$ cat src/rtl/frm_pkg.sv
package frm_pkg;
  localparam int DATA_W = 24;
  localparam int CRC_W  = 8;
  localparam logic [CRC_W-1:0] CRC_POLY = 8'h07;
  localparam int FRAME_W = DATA_W + CRC_W;
  localparam int CNT_SAT = FRAME_W + 1;
  localparam int CNT_W   = $clog2(CNT_SAT + 1);

  typedef enum logic [1:0] {
    FR_IGNORE = 2'd0,
    FR_PLAIN  = 2'd1,
    FR_CHECK  = 2'd2
  } frame_kind_e;

  function automatic logic [CRC_W-1:0] crc_step(input logic [CRC_W-1:0] cur,
                                                 input logic din);
    logic fb;
    fb = cur[CRC_W-1] ^ din;
    return {cur[CRC_W-2:0], 1'b0} ^ (fb ? CRC_POLY : '0);
  endfunction
endpackage

$ cat src/rtl/frm_shift.sv
module frm_shift
  import frm_pkg::*;
#(
  parameter int W  = FRAME_W,
  parameter int CW = CNT_W,
  parameter int SAT = CNT_SAT
) (
  input  logic          clk,
  input  logic          rst_n,
  input  logic          take,
  input  logic          din,
  input  logic          restart,
  output logic [W-1:0]  sreg,
  output logic [CW-1:0] count
);
  always_ff @(posedge clk or negedge rst_n) begin
    if (!rst_n) begin
      sreg  <= '0;
      count <= '0;
    end else if (restart) begin
      count <= '0;
    end else if (take) begin
      sreg <= {sreg[W-2:0], din};
      if (count != CW'(SAT)) count <= count + 1'b1;
    end
  end
endmodule

$ cat src/rtl/frm_crc.sv
module frm_crc
  import frm_pkg::*;
#(
  parameter int DW = DATA_W,
  parameter int CW = CNT_W
) (
  input  logic             clk,
  input  logic             rst_n,
  input  logic             take,
  input  logic             din,
  input  logic [CW-1:0]    count,
  input  logic             restart,
  output logic [CRC_W-1:0] crc
);
  logic in_data;
  assign in_data = (count < CW'(DW));

  always_ff @(posedge clk or negedge rst_n) begin
    if (!rst_n) crc <= '0;
    else if (restart) crc <= '0;
    else if (take && in_data) crc <= crc_step(crc, din);
  end
endmodule

$ cat src/rtl/frm_judge.sv
module frm_judge
  import frm_pkg::*;
#(
  parameter int DW = DATA_W,
  parameter int FW = FRAME_W,
  parameter int CW = CNT_W
) (
  input  logic             clk,
  input  logic             rst_n,
  input  logic             close,
  input  logic [CW-1:0]    count,
  input  logic [FW-1:0]    sreg,
  input  logic [CRC_W-1:0] crc,
  input  logic             err_clr,
  input  logic             wr_ready,
  output logic             wr_valid,
  output logic [DW-1:0]    wr_data,
  output logic             err_flag,
  output logic             chk_fail
);
  frame_kind_e kind;
  logic        pass;
  logic [DW-1:0] word;

  always_comb begin
    kind = FR_IGNORE;
    word = sreg[DW-1:0];
    if (count == CW'(DW)) begin
      kind = FR_PLAIN;
    end else if (count == CW'(FW)) begin
      kind = FR_CHECK;
      word = sreg[FW-1:CRC_W];
    end
  end

  assign pass     = close && ((kind == FR_PLAIN) ||
                    ((kind == FR_CHECK) && (sreg[CRC_W-1:0] == crc)));
  assign chk_fail = close && (kind == FR_CHECK) && (sreg[CRC_W-1:0] != crc);

  always_ff @(posedge clk or negedge rst_n) begin
    if (!rst_n) begin
      wr_valid <= 1'b0;
      wr_data  <= '0;
    end else if (pass) begin
      wr_valid <= 1'b1;
      wr_data  <= word;
    end else if (wr_ready) begin
      wr_valid <= 1'b0;
    end
  end

  always_ff @(posedge clk or negedge rst_n) begin
    if (!rst_n)        err_flag <= 1'b0;
    else if (chk_fail) err_flag <= 1'b1;
    else if (err_clr)  err_flag <= 1'b0;
  end
endmodule

$ cat src/rtl/spi_crc_gate.sv
module spi_crc_gate
  import frm_pkg::*;
#(
  parameter int DW = DATA_W,
  parameter int FW = FRAME_W,
  parameter int CW = CNT_W
) (
  input  logic          clk,
  input  logic          rst_n,
  input  logic          frame_sel_n,
  input  logic          bit_vld,
  input  logic          bit_in,
  output logic          bit_ready,
  output logic          wr_valid,
  input  logic          wr_ready,
  output logic [DW-1:0] wr_data,
  input  logic          err_clr,
  output logic          err_flag,
  output logic          err_n
);
  logic             sel_q;
  logic             close;
  logic             take;
  logic [FW-1:0]    sreg;
  logic [CW-1:0]    count;
  logic [CRC_W-1:0] crc;
  logic             chk_fail;

  always_ff @(posedge clk or negedge rst_n) begin
    if (!rst_n) sel_q <= 1'b1;
    else        sel_q <= frame_sel_n;
  end

  assign close     = !sel_q && frame_sel_n;
  assign bit_ready = !wr_valid;
  assign take      = !frame_sel_n && bit_vld && bit_ready;

  frm_shift #(.W(FW), .CW(CW), .SAT(FW + 1)) u_shift (
    .clk(clk), .rst_n(rst_n), .take(take), .din(bit_in),
    .restart(close), .sreg(sreg), .count(count)
  );

  frm_crc #(.DW(DW), .CW(CW)) u_crc (
    .clk(clk), .rst_n(rst_n), .take(take), .din(bit_in),
    .count(count), .restart(close), .crc(crc)
  );

  frm_judge #(.DW(DW), .FW(FW), .CW(CW)) u_judge (
    .clk(clk), .rst_n(rst_n), .close(close), .count(count),
    .sreg(sreg), .crc(crc), .err_clr(err_clr), .wr_ready(wr_ready),
    .wr_valid(wr_valid), .wr_data(wr_data), .err_flag(err_flag),
    .chk_fail(chk_fail)
  );

  assign err_n = !err_flag;
endmodule

$ cat config.mk
export PLATFORM = sky130hd
export DESIGN_NAME = spi_crc_gate
export DESIGN_NICKNAME = d
export VERILOG_FILES = /design/src/rtl/frm_pkg.sv /design/src/rtl/frm_shift.sv /design/src/rtl/frm_crc.sv /design/src/rtl/frm_judge.sv /design/src/rtl/spi_crc_gate.sv
export SDC_FILE = /design/constraint.sdc
export NUM_CORES = 1
export LEC_CHECK = 0
export BUFFER_PORTS_ARGS = -buffer_cell sky130_fd_sc_hd__buf_2
export CORE_MARGIN = 5
export CORE_UTILIZATION = 60
export DETAILED_ROUTE_END_ITERATION = 8
export GPL_ROUTABILITY_DRIVEN = 0
export GPL_TIMING_DRIVEN = 0
export PLACE_DENSITY = 0.78
export SLEW_MARGIN = 15
export SYNTH_ARGS = -nofsm -noshare
export SYNTH_HDL_FRONTEND = slang
export SYNTH_SLANG_ARGS = --single-unit
$ cat constraint.sdc
create_clock -name clk -period 2.8 [get_ports clk]
set_clock_uncertainty 0.05 [all_clocks]
set_input_delay 0 -clock clk [delete_from_list [all_inputs] [get_ports clk]]
set_output_delay 0 -clock clk [all_outputs]
set_load 0.005 [all_outputs]
Word-level counts from Yosys, hierarchy flattened
Index checks and enable logic that the tools add are counted.
{"block": "totals", "input_bits": 7, "reg_bits": 73, "word_cells": 53, "output_inout_bits": 28}
{"block": "classes", "eq_ne": 7, "addsub": 1, "magnitude_cmp": 1, "muxes": 14, "n_bitwise": 3, "reduce_logical": 20}
{"cell": "24-bit two-way mux", "count": 2}
{"cell": "6-bit two-way mux", "count": 3}
{"cell": "8-bit two-way mux", "count": 2}
{"cell": "2-bit nonzero test", "count": 5}
{"cell": "8-bit == test", "count": 1}
{"cell": "1-bit logical AND", "count": 8}
{"cell": "8-bit != test", "count": 1}
{"cell": "8-bit bitwise XOR", "count": 1}
{"cell": "6-bit by 1-bit adder with 6-bit output (second input constant)", "count": 1}
{"cell": "6-bit by 5-bit == test with 1-bit output (second input constant)", "count": 1}
{"cell": "6-bit == test (second input constant)", "count": 1}
{"cell": "6-bit by 5-bit < comparator with 1-bit output (second input constant)", "count": 1}
{"cell": "6-bit != test (second input constant)", "count": 1}
{"cell": "1-bit logical NOT", "count": 4}
{"cell": "1-bit two-way mux", "count": 4}
{"cell": "2-bit two-way mux", "count": 2}
{"cell": "2-bit AND reduction", "count": 2}
{"cell": "3-bit two-way mux", "count": 1}
{"cell": "2-bit by 1-bit == test with 1-bit output (second input constant)", "count": 1}
{"cell": "2-bit == test (second input constant)", "count": 1}
{"cell": "1-bit logical OR", "count": 1}
{"cell": "1-bit inverter", "count": 1}
{"cell": "1-bit bitwise XOR", "count": 1}

Depth between registers and ports, before layout
Gate-level depths: netlist of the first run.
{"block": "depth", "ltp_word": 8, "ltp_mapped": 8, "mapped_depth_nobuf": 6}

Modules after synthesis
From an unflattened synthesis of the first run, not the netlist that was laid out.
{"block": "hier_totals", "cells_unflattened": 301, "hier_area_um2": 3941.3}
{"mod": "frm_judge", "cells_per_inst": 165, "seq_area_each_um2": 650.6, "area_each_um2": 1808.0, "instances": 1}
{"mod": "frm_shift", "cells_per_inst": 107, "seq_area_each_um2": 950.9, "area_each_um2": 1721.7, "instances": 1}
{"mod": "frm_crc", "cells_per_inst": 24, "seq_area_each_um2": 200.2, "area_each_um2": 356.6, "instances": 1}
{"mod": "spi_crc_gate", "cells_per_inst": 5, "seq_area_each_um2": 26.3, "area_each_um2": 55.1, "instances": 1}

Worst setup path before layout of the first run
No wires, ideal clock.
{"block": "synth_path", "path_kind": "register to register", "from": "register u_shift.count[2]", "to": "register u_judge.wr_data[10]", "stages_incl_launch_ff": 8, "path_buffers": 3, "setup_ns": 0.125, "setup_slack_ns": 0.917, "required_time_ns": 2.625, "period_less_slack_ns": 1.883, "arrival_time_ns": 1.708, "cell_sequence": "dfrtp_1 > nor4b_2 > and2_1 > buf_6 > a31o_2 > buf_6 > buf_12 > mux2_4"}
{"block": "synth_via", "elab_chain_cells": 7, "word_cells_on_any_way": 11, "cone_classes": "4 x eq/ne; 4 x mux; 3 x reduce/logical"}
{"item": "start, declared", "line_no": "frm_shift.sv:14", "text": "output logic [CW-1:0] count"}
{"item": "start signal, assigned", "line_no": "frm_shift.sv:24", "text": "if (count != CW'(SAT)) count <= count + 1'b1;"}
{"item": "6-bit == test", "line_no": "frm_judge.sv:30", "text": "end else if (count == CW'(FW)) begin"}
{"item": "2-bit two-way mux", "line_no": "frm_judge.sv:30"}
{"item": "2-bit two-way mux", "line_no": "frm_judge.sv:28", "text": "if (count == CW'(DW)) begin"}
{"item": "2-bit == test", "line_no": "frm_judge.sv:37", "text": "((kind == FR_CHECK) && (sreg[CRC_W-1:0] == crc)));"}
{"item": "1-bit logical AND", "line_no": "frm_judge.sv:37"}
{"item": "1-bit logical OR", "line_no": "frm_judge.sv:36", "text": "assign pass = close && ((kind == FR_PLAIN) ||"}
{"item": "1-bit logical AND", "line_no": "frm_judge.sv:36"}
{"item": "end signal, assigned", "line_no": "frm_judge.sv:46", "text": "wr_data <= word;"}
{"item": "end, declared", "line_no": "frm_judge.sv:17", "text": "output logic [DW-1:0] wr_data,"}
Several ways; a longest one is shown, not always the timed one.
A chain may end at the register's enable or synchronous reset.

Worst setup path after layout of the first run
{"block": "layout_path", "from": "register u_shift.count[2]", "to": "register u_judge.wr_data[22]"}
The elaborated chain is that of the path after synthesis.

==> results of run 1 <==
synthesized netlist by cell type (3+ instances only):
cell type  number
inv_1          10
nand3_1         8
mux2_2         37
xor2_1          4
ha_1            3
nand2_1        77
clkbuf_1        4
o21ai_0         9
xnor2_1        10
buf_2           5
nor2_1          4
mux2_4         19
dfrtp_1        72
nand4_1         4
flip-flops by register name, indices dropped and copies added, names as in the netlist:
| register | flops |
|---|---|
| u_shift.count | 6 |
| u_judge.wr_valid | 1 |
| u_judge.wr_data | 24 |
| u_crc.crc | 8 |
| u_shift.sreg | 32 |
| sel_q | 1 |
| u_judge.err_flag | 1 |
metal layers:
layer	share of wire, %	vias up	GRT usage, %
li1	-	1061	-
met1	50	1109	27.1
met5	0	-	0
met2	44	52	27.0
met4	2.2	0	9.93
met3	3.9	14	3.30
worst paths after layout:
check	start	to	slack, ns
max	u_shift.count[2]	u_judge.wr_data[22]	0.70
min	rst_n	u_judge.err_flag	0.06
max reg2reg	u_shift.count[2]	u_judge.wr_data[22]	0.70
min reg2reg	u_judge.wr_data[21]	u_judge.wr_data[21]	0.46
max in group asynchronous	rst_n	sel_q	2.04
min in group clk	bit_vld	u_shift.sreg[8]	0.19
cell families after synthesis:
| kind of cell | after synthesis |
|---|---|
| simple gates | 102 |
| compound gates | 15 |
| flops | 73 |
| buf+inv | 24 |
| xor+xnor | 14 |
| mux | 57 |
| fa+ha+maj | 3 |
cell usage in the layout (no fill, tap or decap), types with 4 or more instances in the layout:
| cell type | count |
|---|---|
| mux2_2 | 37 |
| o21ai_0 | 9 |
| dlygate4sd3_1 | 5 |
| xor2_1 | 4 |
| buf_2 | 38 |
| clkbuf_1 | 4 |
| nor2_1 | 4 |
| nand3_1 | 8 |
| mux2_4 | 19 |
| inv_1 | 10 |
| clkbuf_8 | 9 |
| nand4_1 | 4 |
| nand2_1 | 77 |
| xnor2_1 | 10 |
| dfrtp_1 | 72 |
report_power, final:
part | internal (mW) | switching [mW] | total, mW
clock | 0.593 | 0.395 | 0.988
sequential | 1.18 | 0.139 | 1.32
combinational | 0.201 | 0.172 | 0.373
cell type report:
type	instances	area (µm²)
Inverter	10	37.5
Fill cell	381	1520
Clock inverter	7	118
Tap cell	72	90.1
Sequential cell	73	1830
Clock buffer	9	124
Multi-Input combinational cell	191	1400
Timing Repair Buffer	40	250
Buffer	14	106
through the flow:
stage,cells,hold slack (ns),total power [mW],instance area [µm²],util (%)
after detailed placement,395,-0.0999,1.70,3670,67.0
final,416,0.0639,2.68,3960,72.3
after CTS,416,0.0697,2.70,3960,72.3
after global placement,394,0.0885,1.68,3640,66.4
after floorplan,288,-0.346,1.58,3380,-
after global routing,416,0.0844,2.81,3960,72.3
worst max-delay path, cell delays in order (launching register included):
cell and delay [ns]:
dfrtp_1 0.45, nor4b_2 0.40, and2_1 0.20, buf_6 0.12, a31o_2 0.16, buf_6 0.15, buf_12 0.15, mux2_4 0.30
repair_timing:
item	CTS	global route
hold buffers	5	0
hold endpoints to repair	77	0
setup buffers	0	0
==> flow_metrics.py, run 1 <==
metrics = {
    "floorplanning": {
        "die-area_um2": 7230,
        "initial_utilization_pct": 61.7,
        "row_count": 27,
        "fp.coreArea_um2": 5470,
        "die_h_um": 85.0,
        "fp.dieW_um": 85.0,
        "io_pins": 35,
    },
    "worst_setup_path": {
        "crit_required_ns": 2.98,
        "r2r_cells": 7,
        "critPathLaunchType": "flip-flop",
        "critical_path_class": "flip-flop to flip-flop",
        "critPathArrivalTime_ns": 2.27,
        "crit_fanout": 10,
        "worstSetupEndpointType": "flip-flop",
    },
    "synthesis": {
        "synth-compound-area-share_pct": 2.67,
        "synth_top_area_share_pct": 53.4,
        "synth_seq_area_share_pct": 54.2,
        "synth_edf_count": 0,
        "async_reset_ff_share_pct": 100,
        "synth_top_family_by_area": "multiplexers",
        "synth.avg_cell_area_um2": 11.7,
        "ys_ff_latch": 73,
        "synth.area.mux_share_pct": 21.1,
        "netlist_top_cells_area": "dfrtp_1, mux2_2, nand2_1, mux2_4, xnor2_1",
        "synth_cells": 288,
        "synth_fa_ha_area_share_pct": 1.11,
        "synthFlopType": "dfrtp_1",
        "synth_cell_types": 33,
        "yosysWarnings": 0,
        "synth_top_area_cell": "dfrtp_1",
        "synth_nets": 298,
        "synth_xor_area_share_pct": 3.63,
        "synthSimpleGateAreaFrac_pct": 13.1,
        "syn_area_um2": 3380,
    },
    "finish": {
        "areaGrowthSynthToFinish_pct": 17.2,
        "drive_above_1_share_pct": 34.9,
        "final_nets": 349,
        "diodes": 0,
    },
    "global_routing": {
        "grt_pass1_wl_um": 10700,
        "grt_pass1_vias": 2238,
        "grt_max_degree": 47,
        "grt_usage_pct": 18.8,
        "grt-ovfl-total": 0,
        "antenna_found_initial": 0,
    },
    "drt": {
        "drc": 0,
        "viasPerCell": 5.38,
        "first_pass_iters": 4,
        "dr_total_vias": 2236,
        "drt_iter0_markers": 109,
        "wl_per_cell_um": 14.9,
        "ant_nets": 0,
        "wl_um": 6190,
    },
    "timing": {
        "slew_headroom_pct": 57.5,
        "finalCritPeriodShare_pct": 74.9,
        "min_period_ns": 2.10,
        "finalMaxSlewViolations": 0,
        "rsz0062_at_grt": "no",
        "tns_ns": 0,
        "setup_slack_ns": 0.704,
        "worst_slew_pin_slew_ns": 0.635,
        "fmax_mhz": 477,
        "hold_viol_final": 0,
        "finalSetupViolations": 0,
    },
    "power_and_ir_drop": {
        "powerDensity_nw_per_um2": 676,
        "ir_worst_vdd_mv": 0.338,
        "p_leak_nw": 2.02,
    },
    "clock_tree": {
        "cts_tree": "built",
        "clock_latency_ns": 0.35,
        "htreeDepth": 3,
        "cts_made_buffers": 9,
        "clk_pin_slew_ns": 0.08,
        "root_buffer": "clkbuf_8",
        "cts-resized-gates": 0,
        "clockBufferDepth": 2,
        "clock-sinks": 73,
    },
    "place": {
        "port_buffers": 34,
        "dp_slack_ns": 0.722,
        "dp.final_hpwl_um": 4360,
    },
    "hold_path": {
        "hold_class": "primary input to async pin",
    },
    "status": {
        "status": "finished, final reports clean",
    },
    "flow_run": {
        "cap_violations": 0,
    },
}
Note: power is estimated with default switching activity, not from simulation.
==> run 2: changes to the inputs <==
- CORE_UTILIZATION: 60 -> 53
- PLACE_DENSITY: 0.78 -> 0.73
- clock period: 2.8 -> 1.75 ns (I/O delays scaled with it)
==> flow_metrics.py, run 2 (same netlist as run 1, synthesis figures left out) <==
metrics = {
    "timing": {
        "tns_ns": -2.75,
        "slew_headroom_pct": 70.2,
        "fmax_mhz": 522,
        "min_period_ns": 1.92,
        "hold_viol_final": 0,
        "finalMaxSlewViolations": 0,
        "worst_slew_pin_slew_ns": 0.447,
        "finalCritPeriodShare_pct": 109,
        "setup_slack_ns": -0.165,
        "rsz0062_at_grt": "yes",
        "finalSetupViolations": 24,
        "hold_ws_ns": 0.0499,
    },
    "global_routing": {
        "grt_pass1_vias": 2452,
        "grt_pass1_wl_um": 12200,
        "grt_usage_pct": 18.7,
        "grt-ovfl-total": 0,
        "grt_max_degree": 50,
        "antenna_found_initial": 0,
    },
    "clock_tree": {
        "clockBufferDepth": 2,
        "clk_pin_slew_ns": 0.08,
        "htreeDepth": 3,
        "clock_latency_ns": 0.35,
        "cts_tree": "built",
        "clock-sinks": 73,
        "cts_made_buffers": 9,
        "root_buffer": "clkbuf_8",
    },
    "finish": {
        "final_cell_mix": "nand2_1, dfrtp_1, buf_2",
        "layout.cells.non_filler": 444,
        "top_register": "u_shift.sreg",
        "largest_register_ffs": 32,
        "drive_above_1_share_pct": 43.1,
        "areaGrowthSynthToFinish_pct": 26.1,
        "final_util_pct": 67.8,
        "nFillCells": 455,
        "diodes": 0,
        "top_regs": "u_shift.sreg (32), u_judge.wr_data (24), u_crc.crc (8)",
        "final_nets": 372,
        "mostFrequentLayoutCell": "nand2_1",
    },
    "flow_run": {
        "cap_violations": 0,
    },
    "power_and_ir_drop": {
        "p_leak_nw": 2.16,
        "powerDensity_nw_per_um2": 1020,
        "ir_worst_vdd_mv": 0.577,
        "power_mw": 4.33,
    },
    "drt": {
        "dr_total_vias": 2343,
        "wl_um": 7460,
        "first_pass_iters": 4,
        "drt_iter0_markers": 130,
        "ant_nets": 0,
        "wl_per_cell_um": 16.8,
        "drc": 0,
        "viasPerCell": 5.28,
    },
    "floorplanning": {
        "fp.dieW_um": 89.8,
        "initial_utilization_pct": 53.8,
        "die-area_um2": 8060,
        "row_count": 29,
        "fp.coreArea_um2": 6280,
        "io_pins": 35,
        "die_h_um": 89.8,
    },
    "place": {
        "dp.final_hpwl_um": 4510,
        "numPlacedInstances": 400,
        "port_buffers": 34,
    },
    "worst_setup_path": {
        "critical_path.startpoint": "u_shift.count[1]",
        "critPathArrivalTime_ns": 2.10,
        "critical_path_class": "flip-flop to flip-flop",
        "critPathLaunchType": "flip-flop",
        "worstSetupEndpointType": "flip-flop",
        "r2r_end": "u_judge.wr_data[19]",
        "r2r_cells": 8,
        "crit_fanout": 6,
        "crit_path_end": "u_judge.wr_data[19]",
        "crit_required_ns": 1.93,
        "reg2reg_from": "u_shift.count[1]",
        "r2r_slack_ns": -0.17,
    },
    "status": {
        "status": "complete, but fails checks",
        "violations": "setup timing",
    },
    "hold_path": {
        "hold_class": "primary input to async pin",
    },
}
run 2: how the worst min path moves through the flow:
stage	cells past startpoint	end	slack, ns	startpoint
floorplan	0	u_crc.crc[0]	-0.35	rst_n
global placement	1	sel_q	0.09	frame_sel_n
detailed placement	1	u_crc.crc[1]	-0.12	rst_n
CTS	2	u_crc.crc[5]	0.04	rst_n
global route	2	u_crc.crc[5]	0.08	rst_n
finish	2	u_crc.crc[1]	0.05	rst_n
run 2: area by class of cell:
type,instances,area (µm²),share of cell area [%]
repair buffers,66,508,11.9
clock buffers,9,124,2.91
inverters,10,37.5,0.882
flip-flops and latches,73,1830,43.0
clock inverters,7,95.1,2.23
plain buffers,11,101,2.38
multi-input cells,191,1460,34.4
well taps,77,96.3,2.26
run 2: critical path: stages (launching register included):
cell and delay [ns]:
dfrtp_1 0.40, inv_2 0.09, ha_4 0.15, nand3b_1 0.14, nor3_2 0.23, a31o_4 0.19, buf_12 0.13, buf_12 0.11
mux2_4 0.30
run 2: metal layers:
layer  GRT usage (%)  vias to the layer above  part of all wire, %
met1            26.6                     1163                   47
li1                -                     1107                    -
met5               0                        -                    0
met3            4.67                       14                  4.4
met2            27.7                       59                   47
met4            7.05                        0                  1.6
run 2: stage by stage:
step           worst slack [ns]  cell area [µm²]
2_1_floorplan           -0.0968             3390
3_5_place_dp             -0.278             3680
6_report                 -0.165             4260
3_3_place_gp             -0.268             3650
4_1_cts                  -0.165             4180
5_1_grt                  -0.204             4260
run 2: what timing repair did:
item | 4_1_cts | 5_1_grt
hold endpoints to repair | 78 | 0
hold buffers | 5 | 0
gates resized for setup | 18 | 14
buffers inserted | 14 | 11
gates cloned | 2 | 1
endpoints found under the setup margin | 68 | 35
pin swaps | 6 | 9
run 2: power breakdown:
group	switching [mW]	total (mW)	leakage, nW	internal [mW]
logic	0.348	0.768	1.08	0.420
clock network	0.653	1.45	0.0975	0.799
registers	0.222	2.11	0.981	1.88
